File: src/rtl/tac_pkg.sv
package tac_pkg;

   // Sequencer phases; one instruction visits REQ, CAP, EXE in that order.
   typedef enum logic [1:0] {
      PH_REQ  = 2'd0,
      PH_CAP  = 2'd1,
      PH_EXE  = 2'd2,
      PH_STOP = 2'd3
   } tac_phase_e;

   // Decoded operation class.
   typedef enum logic [1:0] {
      OPK_INC   = 2'd0,
      OPK_DEC   = 2'd1,
      OPK_STORE = 2'd2,
      OPK_BAD   = 2'd3
   } tac_kind_e;

endpackage

File: src/rtl/tac_decode.sv
module tac_decode
   import tac_pkg::*;
#(
   parameter int unsigned W = 8,
   parameter logic [W-1:0] OP_INC   = 'hF0,
   parameter logic [W-1:0] OP_DEC   = 'hF2,
   parameter logic [W-1:0] OP_STORE = 'h5F
) (
   input  logic [W-1:0] ir,
   output tac_kind_e    kind
);

   always_comb begin
      if (ir == OP_INC)
         kind = OPK_INC;
      else if (ir == OP_DEC)
         kind = OPK_DEC;
      else if (ir == OP_STORE)
         kind = OPK_STORE;
      else
         kind = OPK_BAD;
   end

endmodule

File: src/rtl/tac_alu.sv
module tac_alu
   import tac_pkg::*;
#(
   parameter int unsigned W = 8
) (
   input  tac_kind_e    kind,
   input  logic [W-1:0] acc,
   output logic [W-1:0] acc_nxt,
   output logic         wr_req,
   output logic [W-1:0] wr_addr
);

   localparam logic [W-1:0] ONE = W'(1);

   // The store address is formed from the accumulator itself.
   assign wr_addr = ~acc;

   always_comb begin
      acc_nxt = acc;
      wr_req  = 1'b0;
      unique case (kind)
         OPK_INC:   acc_nxt = acc + ONE;
         OPK_DEC:   acc_nxt = acc - ONE;
         OPK_STORE: wr_req  = 1'b1;
         default:   acc_nxt = acc;
      endcase
   end

endmodule

File: src/rtl/tac_seq.sv
module tac_seq
   import tac_pkg::*;
(
   input  logic       clk,
   input  logic       rst_n,
   input  tac_kind_e  kind,
   output tac_phase_e phase
);

   tac_phase_e phase_nxt;

   always_comb begin
      unique case (phase)
         PH_REQ:  phase_nxt = PH_CAP;
         PH_CAP:  phase_nxt = PH_EXE;
         PH_EXE:  phase_nxt = (kind == OPK_BAD) ? PH_STOP : PH_REQ;
         default: phase_nxt = PH_STOP;
      endcase
   end

   always_ff @(posedge clk) begin
      if (!rst_n)
         phase <= PH_REQ;
      else
         phase <= phase_nxt;
   end

endmodule

File: src/rtl/tac_core.sv
module tac_core
   import tac_pkg::*;
#(
   parameter int unsigned W = 8,
   parameter logic [W-1:0] OP_INC   = 'hF0,
   parameter logic [W-1:0] OP_DEC   = 'hF2,
   parameter logic [W-1:0] OP_STORE = 'h5F
) (
   input  logic         clk,
   input  logic         rst_n,
   input  logic [W-1:0] pc_init,
   output logic [W-1:0] mem_addr,
   output logic [W-1:0] mem_wdata,
   output logic         mem_we,
   input  logic [W-1:0] mem_rdata,
   output logic         halted
);

   localparam logic [W-1:0] PC_STEP = W'(1);

   generate
      if (W < 2) begin : g_w_chk
         $error("tac_core: W must be at least 2");
      end
      if (OP_INC == OP_DEC || OP_INC == OP_STORE || OP_DEC == OP_STORE) begin : g_op_chk
         $error("tac_core: opcodes must be distinct");
      end
   endgenerate

   logic [W-1:0] pc_q;
   logic [W-1:0] ir_q;
   logic [W-1:0] acc_q;
   logic [W-1:0] acc_nxt;
   logic [W-1:0] st_addr;
   logic         st_req;
   tac_kind_e    kind;
   tac_phase_e   phase;

   tac_decode #(
      .W(W), .OP_INC(OP_INC), .OP_DEC(OP_DEC), .OP_STORE(OP_STORE)
   ) u_dec (
      .ir   (ir_q),
      .kind (kind)
   );

   tac_alu #(.W(W)) u_alu (
      .kind    (kind),
      .acc     (acc_q),
      .acc_nxt (acc_nxt),
      .wr_req  (st_req),
      .wr_addr (st_addr)
   );

   tac_seq u_seq (
      .clk   (clk),
      .rst_n (rst_n),
      .kind  (kind),
      .phase (phase)
   );

   always_ff @(posedge clk) begin
      if (!rst_n) begin
         pc_q  <= pc_init;
         ir_q  <= '0;
         acc_q <= '0;
      end else begin
         unique case (phase)
            PH_CAP: begin
               ir_q <= mem_rdata;
               pc_q <= pc_q + PC_STEP;
            end
            PH_EXE:  acc_q <= acc_nxt;
            default: ;
         endcase
      end
   end

   logic exe_store;
   assign exe_store = (phase == PH_EXE) && st_req;

   assign mem_we    = exe_store;
   assign mem_addr  = exe_store ? st_addr : pc_q;
   assign mem_wdata = acc_q;
   assign halted    = (phase == PH_STOP);

endmodule

File: config.mk
export PLATFORM = sky130hd
export DESIGN_NAME = tac_core
export DESIGN_NICKNAME = d
export VERILOG_FILES = /design/src/rtl/tac_pkg.sv /design/src/rtl/tac_decode.sv /design/src/rtl/tac_alu.sv /design/src/rtl/tac_seq.sv /design/src/rtl/tac_core.sv
export SDC_FILE = /design/constraint.sdc
export NUM_CORES = 1
export LEC_CHECK = 0
export BUFFER_PORTS_ARGS = -buffer_cell sky130_fd_sc_hd__buf_2
export CORE_ASPECT_RATIO = 1.5
export CORE_UTILIZATION = 45
export DETAILED_ROUTE_END_ITERATION = 12
export PLACE_DENSITY_LB_ADDON = 0.1
export REMOVE_ABC_BUFFERS = 1
export SETUP_SLACK_MARGIN = 0.02
export SLEW_MARGIN = 20
export SYNTH_ARGS = -nofsm -noshare
export SYNTH_HDL_FRONTEND = slang
export SYNTH_SLANG_ARGS = --single-unit
File: constraint.sdc
create_clock -name clk -period 2.1 [get_ports clk]
set_input_delay 0.105 -clock clk [delete_from_list [all_inputs] [get_ports clk]]
set_output_delay 0.105 -clock clk [all_outputs]
set_load 0.1 [all_outputs]
# Yosys cells after proc, flatten, opt, wreduce, memory -nomap -nowiden
# Index checks and enable logic that the tools add are counted.
word_totals:
  reg_bits: 26
  word_cells: 33
op_classes:
  add_sub_neg: 3
  n_eq_ne: 10
  n_mux: 10
  n_bitwise: 1
  n_reduce_logical: 5
op_table:
  columns: ["cell", "count"]
  rows:
  - ["8-bit two-way mux", 3]
  - ["8-bit by 1-bit adder with 8-bit output (second input constant)", 2]
  - ["8-bit equality test (second input constant)", 2]
  - ["8-bit one-hot mux with 2 select lines", 1]
  - ["2-bit equality test (second input constant)", 4]
  - ["8-bit by 7-bit equality test with 1-bit output (second input constant)", 1]
  - ["8-bit NOT", 1]
  - ["8-bit by 1-bit subtractor with 8-bit output (second input constant)", 1]
  - ["2-bit two-way mux", 3]
  - ["2-bit one-hot mux with 3 select lines", 1]
  - ["2-bit by 1-bit equality test with 1-bit output (second input constant)", 2]
  - ["2-bit zero test", 2]
  - ["1-bit two-way mux", 2]
  - ["2-bit by 1-bit != test with 1-bit output (second input constant)", 1]
  - ["2-bit AND reduction", 1]
  - ["2-bit nonzero test", 1]
  - ["1-bit logical AND", 1]

# Depth between registers and ports, before layout
# Gate-level depths: netlist of the first run.
depth:
  word_depth: 8
  ltp_mapped: 9
  ltp_nobuf: 8

# Modules after synthesis
# From an unflattened synthesis of the first run, not the netlist that was laid out.
hier_totals:
  hier_cells: 186
  hier_area_um2: 1624.1
modules_own_cells:
  columns: ["mod", "instances", "cells_each", "area_each_um2", "seq_area_each_um2"]
  rows:
  - ["tac_core", 1, 126, 1176.1, 560.5]
  - ["tac_alu", 1, 47, 325.3, 0.0]
  - ["tac_seq", 1, 8, 77.6, 40.0]
  - ["tac_decode", 1, 5, 45.0, 0.0]

# Least setup slack after synthesis of the first run
# OpenSTA, ideal clock, no wires.
synth_timing:
  path_type: "flip-flop to output port"
  startpoint: "register ir_q[1]"
  endpoint: "output mem_addr[0]"
  arrival_time_ns: 3.452
  t_required_ns: 1.995
  slack_ns: -1.457
  path_stages_with_launch: 6
  cell_sequence: "dfxtp_1 nand4b_1 or4b_1 clkbuf_1 nor2_4 mux2i_1"
synth_between:
  elab_chain_cells: 8
synth_lines:
  columns: ["item", "line_no", "rtl"]
  rows:
  - ["start, declared", "tac_core.sv:31", "logic [W-1:0] ir_q;"]
  - ["start signal, assigned", "tac_core.sv:69", "ir_q <= mem_rdata;"]
  - ["8-bit by 7-bit equality test with 1-bit output", "tac_decode.sv:18", "else if (ir == OP_STORE)"]
  - ["1-bit two-way mux", "tac_decode.sv:18", null]
  - ["2-bit two-way mux", "tac_decode.sv:16", "else if (ir == OP_DEC)"]
  - ["2-bit two-way mux *", "tac_decode.sv:14", "if (ir == OP_INC)"]
  - ["2-bit equality test *", "tac_alu.sv:21", "unique case (kind)"]
  - ["1-bit two-way mux *", "tac_alu.sv:21", null]
  - ["1-bit logical AND *", "tac_core.sv:79", "assign exe_store = (phase == PH_EXE) && st_req;"]
  - ["named net mem_we", "tac_core.sv:14", "output logic mem_we,"]
  - ["8-bit two-way mux *", "tac_core.sv:82", "assign mem_addr = exe_store ? st_addr : pc_q;"]
  - ["end, declared", "tac_core.sv:12", "output logic [W-1:0] mem_addr,"]
# The timed path passes the listed nets; every way through them passes the cells marked *.

# Final worst setup path of the first run
layout_timing:
  startpoint: "register ir_q[5]"
  endpoint: "output mem_addr[3]"
layout_between:
  elab_chain_cells: 8
layout_lines:
  columns: ["item", "line_no"]
  rows:
  - ["8-bit by 7-bit equality test with 1-bit output", "tac_decode.sv:18"]
  - ["1-bit two-way mux", "tac_decode.sv:18"]
  - ["2-bit two-way mux", "tac_decode.sv:16"]
  - ["2-bit two-way mux *", "tac_decode.sv:14"]
  - ["2-bit equality test *", "tac_alu.sv:21"]
  - ["1-bit two-way mux *", "tac_alu.sv:21"]
  - ["1-bit logical AND *", "tac_core.sv:79"]
  - ["8-bit two-way mux *", "tac_core.sv:82"]
# Mark *: on every way between the ends. The rest lies on a longest branch, timed or not.

==> results.md, run 1 <==
- Global Route Usage Sum: 0.2454
- Slew @ Worst Pin: 566.4 ps
- Failing checks: negative setup slack
- Status: complete, but fails checks
- RSZ-0062 raised after global routing: yes
- Nets: 243
- CP dominant cell by count: buf_12
- Async set-or-reset flop fraction in the synthesized netlist: 0
- Clock sink count: 26
- Reg-to-reg setup timing slack: -40 ps
- Total Routed Length: 4166 µm
- CP arrival: 2150 ps
- Tot Pwr: 1.437 mW
- Vias in the first global route: 1520
- Syn_area_per_cell: 8.687 µm²
- Synthesized netlist cell count: 176
- DPL Wire Length: 2849 µm
- Most frequent cell after synthesis: nand2_1
- CTS tree: done
- Largest area contributor in the netlist: dfxtp_1
- Cell area after layout: 0.002205 mm²
- Routed vias: 1454
- Worst r2r dst: mem_wdata[2]
- Share of the synthesized area in the top cell type: 0.2357
- Slew Limit Fails: 0
- Final setup fails: 9
- Die height: 73.39 µm
- Critical path peak fanout: 5
- DRC errors left: 0
- Number of max-cap violations: 0
- Placed cells: 251
- Clock transition at path regs: 90 ps
- Maximum vdd drop: 409.9 µV
- Worst EP required: 2000 ps
- Hold_sp: mem_rdata[0]
- Cell Pwr Density: 652.0 mW/mm²
- Diode count: 0
- Number of synthesized flops with an enable pin: 8
- Post-synth top cells: nand2_1, dfxtp_1, a21oi_1, nor2_1, mux2i_1
- Worst path cell trace: nand4b_1 -> or4b_4 -> nor2_4 -> buf_12 -> mux2i_4 -> buf_12
- Fmax: 0.4441 GHz
- Final worst slack: -152.0 ps
- Boundary pin count: 36
- Full die area: 0.003640 mm²
- Final worst-path cycle share: 1.072
- Fin crit period: 2252 ps
- Leakage: 0.8877 nW
- Hold EP: ir_q[0]
- Layout fillers: 245
- Placed cell areas: 0.001933 mm²
- FF-to-FF path depth: 8
- Reg2reg start: ir_q[0]
- Hold depth: 3
- Largest net degree at the start of global routing: 35
- Synth warn: 0
- First-pass GRT wire length: 6775 µm
- Rel. slew slack: 0.6224
- Largest cells by area after synthesis: dfxtp_1, edfxtp_1, mux2i_1
- Gpl congestion: 0.8049
- Syn-to-layout area delta: 44.19%
- Detail Route Antenna Nets: 0
- Layout cells sized above 1: 0.3694
- Core ar.: 0.003191 mm²
- Distinct cells, synth: 41
- Starting Density: 0.4792
- Htree depth: 1
- Worst-Skew Late Latency: 280 ps
- Clock Skew: 2.463 ps
- Grt total ovfl: 0
- Worst slack, placed: -7.972 ps
- Slowest-stage cell, CP: or4b_4
- Sequential area share after synthesis: 0.3928
- WL per Instance: 15.90 µm
- Final std cells w/o fill: 262
- Num rows: 25
- Hold crit path type: in2reg
- Clock Path Buffers: 2
- Startpoint Class: register
- 1st-iter DRT viols: 66
- Inserted Clock Buffers: 3
- Chip width: 49.60 µm
- Largest stage delay, worst path: 560 ps
- Port buffer count: 35
- Setup CP Type: reg2out
- Number of synthesized register bits: 26
- Mapped Area: 0.001529 mm²
- CP endpoint kind: output port
- Main synth FF type: dfxtp_1
- Via-to-Cell Ratio: 5.550
- Hold Violations, Final: 0
- Root Buffer: clkbuf_8
- Initial antenna violation count: 0
- DR pass1 iterations: 4
## how the worst max path moves through the flow
stage | from | end | slack [ps] | cells past startpoint
after CTS | ir_q[5] | mem_addr[1] | -150 | 7
after global routing | ir_q[5] | mem_addr[1] | -180 | 6
after floorplan | ir_q[1] | mem_addr[0] | -1430 | 4
final | ir_q[5] | mem_addr[3] | -150 | 6
after global placement | ir_q[2] | mem_wdata[2] | 70 | 8
after detailed placement | ir_q[1] | mem_wdata[6] | -8 | 10
## state kept, by name (all words and copies together) (netlist names)
signal       count
mem_wdata        8
pc_q             8
u_seq.phase      2
ir_q             8
## final cells by class
cell class	instances	area (µm²)	share of cell area
clock buffer	3	41.29	0.01873
clock inverter	1	30.03	0.01362
inverter	8	30.03	0.01362
multi-input combinational	132	985.9	0.4472
sequential	26	609.3	0.2764
tap	40	50.05	0.02270
timing repair buffer	52	457.9	0.2077
## through the flow
stage / hold WS [ps] / TNS [ps] / utilization
global route: 79.01 / -1617 / 0.6910
global placement: 355.3 / 0 / 0.6059
detailed placement: 370.6 / -18.41 / 0.6059
floorplan: 226.7 / -12070 / -
CTS: 69.95 / -1085 / 0.6953
finish: 64.79 / -1139 / 0.6910
## critical path: cells and delay by family, from the launching register on
kind	cells	cell delay (ps)
multiplexers	1	270
buffers and inverters	2	370
flip-flops	1	330
AND/OR/NAND/NOR	3	890
## metal layers
layer	up-vias	track usage	share of wire
met2	44	0.5240	0.60
met4	0	0.07937	0.015
met3	7	0.01863	0.030
met5	-	0	0
li1	714	-	-
met1	689	0.2358	0.36
## report_power, final
| part | switching [mW] | internal [mW] |
|---|---|---|
| Combinational | 0.265 | 0.166 |
| Clock | 0.167 | 0.255 |
| Sequential | 0.0274 | 0.557 |
| Total | 0.459 | 0.979 |
## cell usage in the layout, fill, tap and decap left out, types with 2 or more instances in the layout
cell,n
xor2_1,3
xnor2_1,8
nand3_1,7
and2_1,5
mux2_2,2
buf_12,10
o21ai_0,2
nor2_1,12
nor2b_1,2
dfxtp_1,13
mux2i_4,8
nor3_1,5
inv_1,8
dfxtp_2,4
and3_1,2
a31oi_1,2
or4b_4,2
nand4_1,2
buf_2,26
nand2_1,24
buf_6,2
edfxtp_1,8
a21boi_0,9
nand2b_1,3
nand4b_1,2
buf_4,14
a21oi_1,11
clkbuf_8,3
## cell families (layout without fill, tap and decap cells)
| logic type | count (synthesis) | after routing | share of synthesized area |
|---|---|---|---|
| compound gates | 31 | 31 | 0.1301 |
| xor+xnor | 11 | 11 | 0.06302 |
| fa+ha+maj | 2 | 2 | 0.01636 |
| buf+inv | 18 | 64 | 0.04829 |
| flops | 26 | 26 | 0.3928 |
| mux | 12 | 12 | 0.08020 |
| simple gates | 76 | 76 | 0.2692 |
## repair_timing
| item | CTS | global route |
|---|---|---|
| pin swaps | 2 | 4 |
| gates resized for setup | 27 | 8 |
| setup endpoints to repair | 11 | 12 |
| hold buffers | 0 | 0 |
| cloned | 1 | 0 |
| buffers inserted | 8 | 1 |
Note: power is estimated with default switching activity, not from simulation.
==> run 2, diff against run 1 <==
PLACE_DENSITY = 0.81   (was default)
PLACE_DENSITY_LB_ADDON = default   (was 0.1)
clock period = 2 ns   (was 2.1 ns; I/O delays follow)
==> results.md, run 2 (synthesis gave the netlist of run 1 again) <==
- Status: complete, but fails checks (unchanged)
- Failing checks: negative setup slack (unchanged)
- Placed cell areas: 0.001986 mm² (was 0.001933 mm²)
- Largest stage delay, worst path: 560 ps (about the same)
- DRC errors left: 0 (unchanged)
- Num rows: 25 (unchanged)
- CTS tree: done (unchanged)
- Commonest non-fill, non-tap cells in the layout: buf_2, nand2_1, buf_4, dfxtp_1, nor2_1 (unchanged)
- CP endpoint: mem_addr[7] (was mem_addr[3])
- Root Buffer: clkbuf_8 (unchanged)
- Critical path peak fanout: 5 (unchanged)
- Global Route Usage Sum: 0.2461 (was 0.2454)
- Total Routed Length: 4489 µm (was 4166 µm)
- Initial antenna violation count: 0 (unchanged)
- RSZ-0062 raised after global routing: yes (unchanged)
- Cell Pwr Density: 600.3 mW/mm² (was 652.0 mW/mm²)
- Fmax: 0.4438 GHz
- DR pass1 iterations: 4 (unchanged)
- Worst EP required: 1900 ps (was 2000 ps)
- Boundary pin count: 36 (unchanged)
- Worst path bufs/invs: 2 (unchanged)
- Routed vias: 1574 (was 1454)
- Reg2reg start: ir_q[0] (unchanged)
- 1st-iter DRT viols: 90 (was 66)
- Largest net degree at the start of global routing: 20 (was 35)
- Worst slack, placed: -96.49 ps (was -7.972 ps)
- Slowest-stage cell, CP: or4b_4 (unchanged)
- DPL Wire Length: 2739 µm (was 2849 µm)
- Clock Path Buffers: 2 (unchanged)
- Starting Density: 0.4792 (unchanged)
- Top delay family on crit path: simple AND/OR/NAND/NOR gates (unchanged)
- Port buffer count: 35 (unchanged)
- Comb pwr share: 0.339 (was 0.300)
- Net Sw Frac: 0.3491 (was 0.3192)
- Final setup fails: 12 (was 9)
- Hold crit path type: in2reg (unchanged)
- Setup CP Type: reg2out (unchanged)
- Worst r2r dst: mem_wdata[2] (unchanged)
- CP Depth: 6 (unchanged)
- Internal power: 907.3 µW (was 978.6 µW)
- Commonest non-fill, non-tap cell in the layout: buf_2 (unchanged)
- Crit. Startpoint: ir_q[5] (unchanged)
- Core ar.: 0.003191 mm² (unchanged)
- Worst path cell trace: nand4b_1 -> or4b_4 -> nor2_4 -> buf_12 -> mux2i_4 -> buf_12 (unchanged)
- Reg-to-reg setup timing slack: -240 ps (was -40 ps)
- Layout fillers: 234 (was 245)
- Tot Pwr: 1.394 mW (was 1.437 mW)
- Clock sink count: 26 (unchanged)
- Nets: 250 (was 243)
- Full die area: 0.003640 mm² (unchanged)
- Slew Limit Fails: 0 (unchanged)
- Clock network power share: 0.223 (was 0.294)
- FF-to-FF path depth: 9 (was 8)
- Cell area after layout: 0.002322 mm² (was 0.002205 mm²)
- Layout cells sized above 1: 0.4061 (was 0.3694)
- First-pass GRT wire length: 6727 µm (was 6775 µm)
- Hold Violations, Final: 0 (unchanged)
- Via-to-Cell Ratio: 5.851 (was 5.550)
- Maximum vdd drop: 780.2 µV (was 409.9 µV)
- Diode count: 0 (unchanged)
- Slew @ Worst Pin: 543.8 ps (was 566.4 ps)
- Clock transition at path regs: 90 ps (about the same)
- CP arrival: 2150 ps (about the same)
- Detail Route Antenna Nets: 0 (unchanged)
- Syn-to-layout area delta: 51.88% (was 44.19%)
- Switch Pwr: 486.7 µW (was 458.8 µW)
- CTS Hold Bufs: 0 (unchanged)
- CP endpoint kind: output port (unchanged)
- Startpoint Class: register (unchanged)
- Vias in the first global route: 1513 (was 1520)
- Leakage: 0.9270 nW (was 0.8877 nW)
- Number of max-cap violations: 0 (unchanged)
- Htree depth: 1 (unchanged)
- Grt total ovfl: 0 (unchanged)
- Worst-Skew Late Latency: 270 ps (was 280 ps)
- Sequential share of power: 0.439 (was 0.407)
- Fin crit period: 2253 ps
- Post-Route Setup TNS: -2374 ps (was -1139 ps)
- Clock Skew: 1.368 ps (was 2.463 ps)
- Rel. slew slack: 0.6367 (was 0.6224)
- Inserted Clock Buffers: 3 (unchanged)
- Final worst-path cycle share: 1.127
- WL per Instance: 16.69 µm (was 15.90 µm)
- Gpl congestion: 0.8576 (was 0.8049)
- Final worst slack: -253.3 ps (was -152.0 ps)
- Die height: 73.39 µm (unchanged)
- CP dominant cell by count: buf_12 (unchanged)
- Chip width: 49.60 µm (unchanged)
==> run 2: layout make-up <==
cell class | instances | area, µm² | area share
multi-input cells | 132 | 1047 | 0.4510
flip-flops and latches | 26 | 614.3 | 0.2645
repair buffers | 59 | 535.5 | 0.2306
well taps | 40 | 50.05 | 0.02155
clock buffers | 3 | 41.29 | 0.01778
inverters | 8 | 30.03 | 0.01293
clock inverters | 1 | 3.754 | 0.001616
==> run 2: what timing repair did <==
action | in CTS | in global routing
endpoints found under the hold margin | 0 | 0
gates resized for setup | 31 | 13
pin swaps | 8 | 9
setup endpoints to repair | 12 | 13
buffers inserted | 7 | 3
gates cloned | 0 | 1
==> run 2: layer usage <==
layer | track usage | part of all wire | vias to the layer above
met5 | 0 | 0 | -
met4 | 0.1746 | 0.038 | 0
met3 | 0.03934 | 0.059 | 16
met2 | 0.4655 | 0.55 | 88
met1 | 0.2364 | 0.36 | 742
li1 | - | - | 728
==> run 2: worst min-delay path by stage <==
| stage | from | end | depth (start not counted) |
|---|---|---|---|
| 4_1_cts | mem_rdata[3] | ir_q[3] | 3 |
| 3_5_place_dp | mem_rdata[7] | ir_q[7] | 3 |
| 2_1_floorplan | rst_n | mem_wdata[0] | 1 |
| 3_3_place_gp | mem_rdata[6] | ir_q[6] | 3 |
| 6_report | mem_rdata[1] | ir_q[1] | 3 |
| 5_1_grt | mem_rdata[2] | ir_q[2] | 3 |
==> run 2: power by group through the flow <==
stage	Sequential [mW]	Clock, mW	Combinational [mW]
6_report	0.611	0.310	0.472
3_3_place_gp	0.619	0	0.415
2_1_floorplan	0.618	0	0.264
5_1_grt	0.615	0.324	0.495
3_5_place_dp	0.622	0	0.424
4_1_cts	0.611	0.312	0.459
==> run 2: tightest hold or removal path, cell delays in order <==
cell	delay, ps
buf_2	100
nand2_1	40
a21boi_0	60
==> run 2: metrics by stage <==
stage / hold WS (ps) / util / std cells
after floorplan: 221.7 / - / 166
after global placement: 349.0 / 0.6224 / 258
after detailed placement: 364.0 / 0.6224 / 258
after CTS: 58.74 / 0.6969 / 269
after global routing: 73.11 / 0.7278 / 269
final: 60.18 / 0.7278 / 269
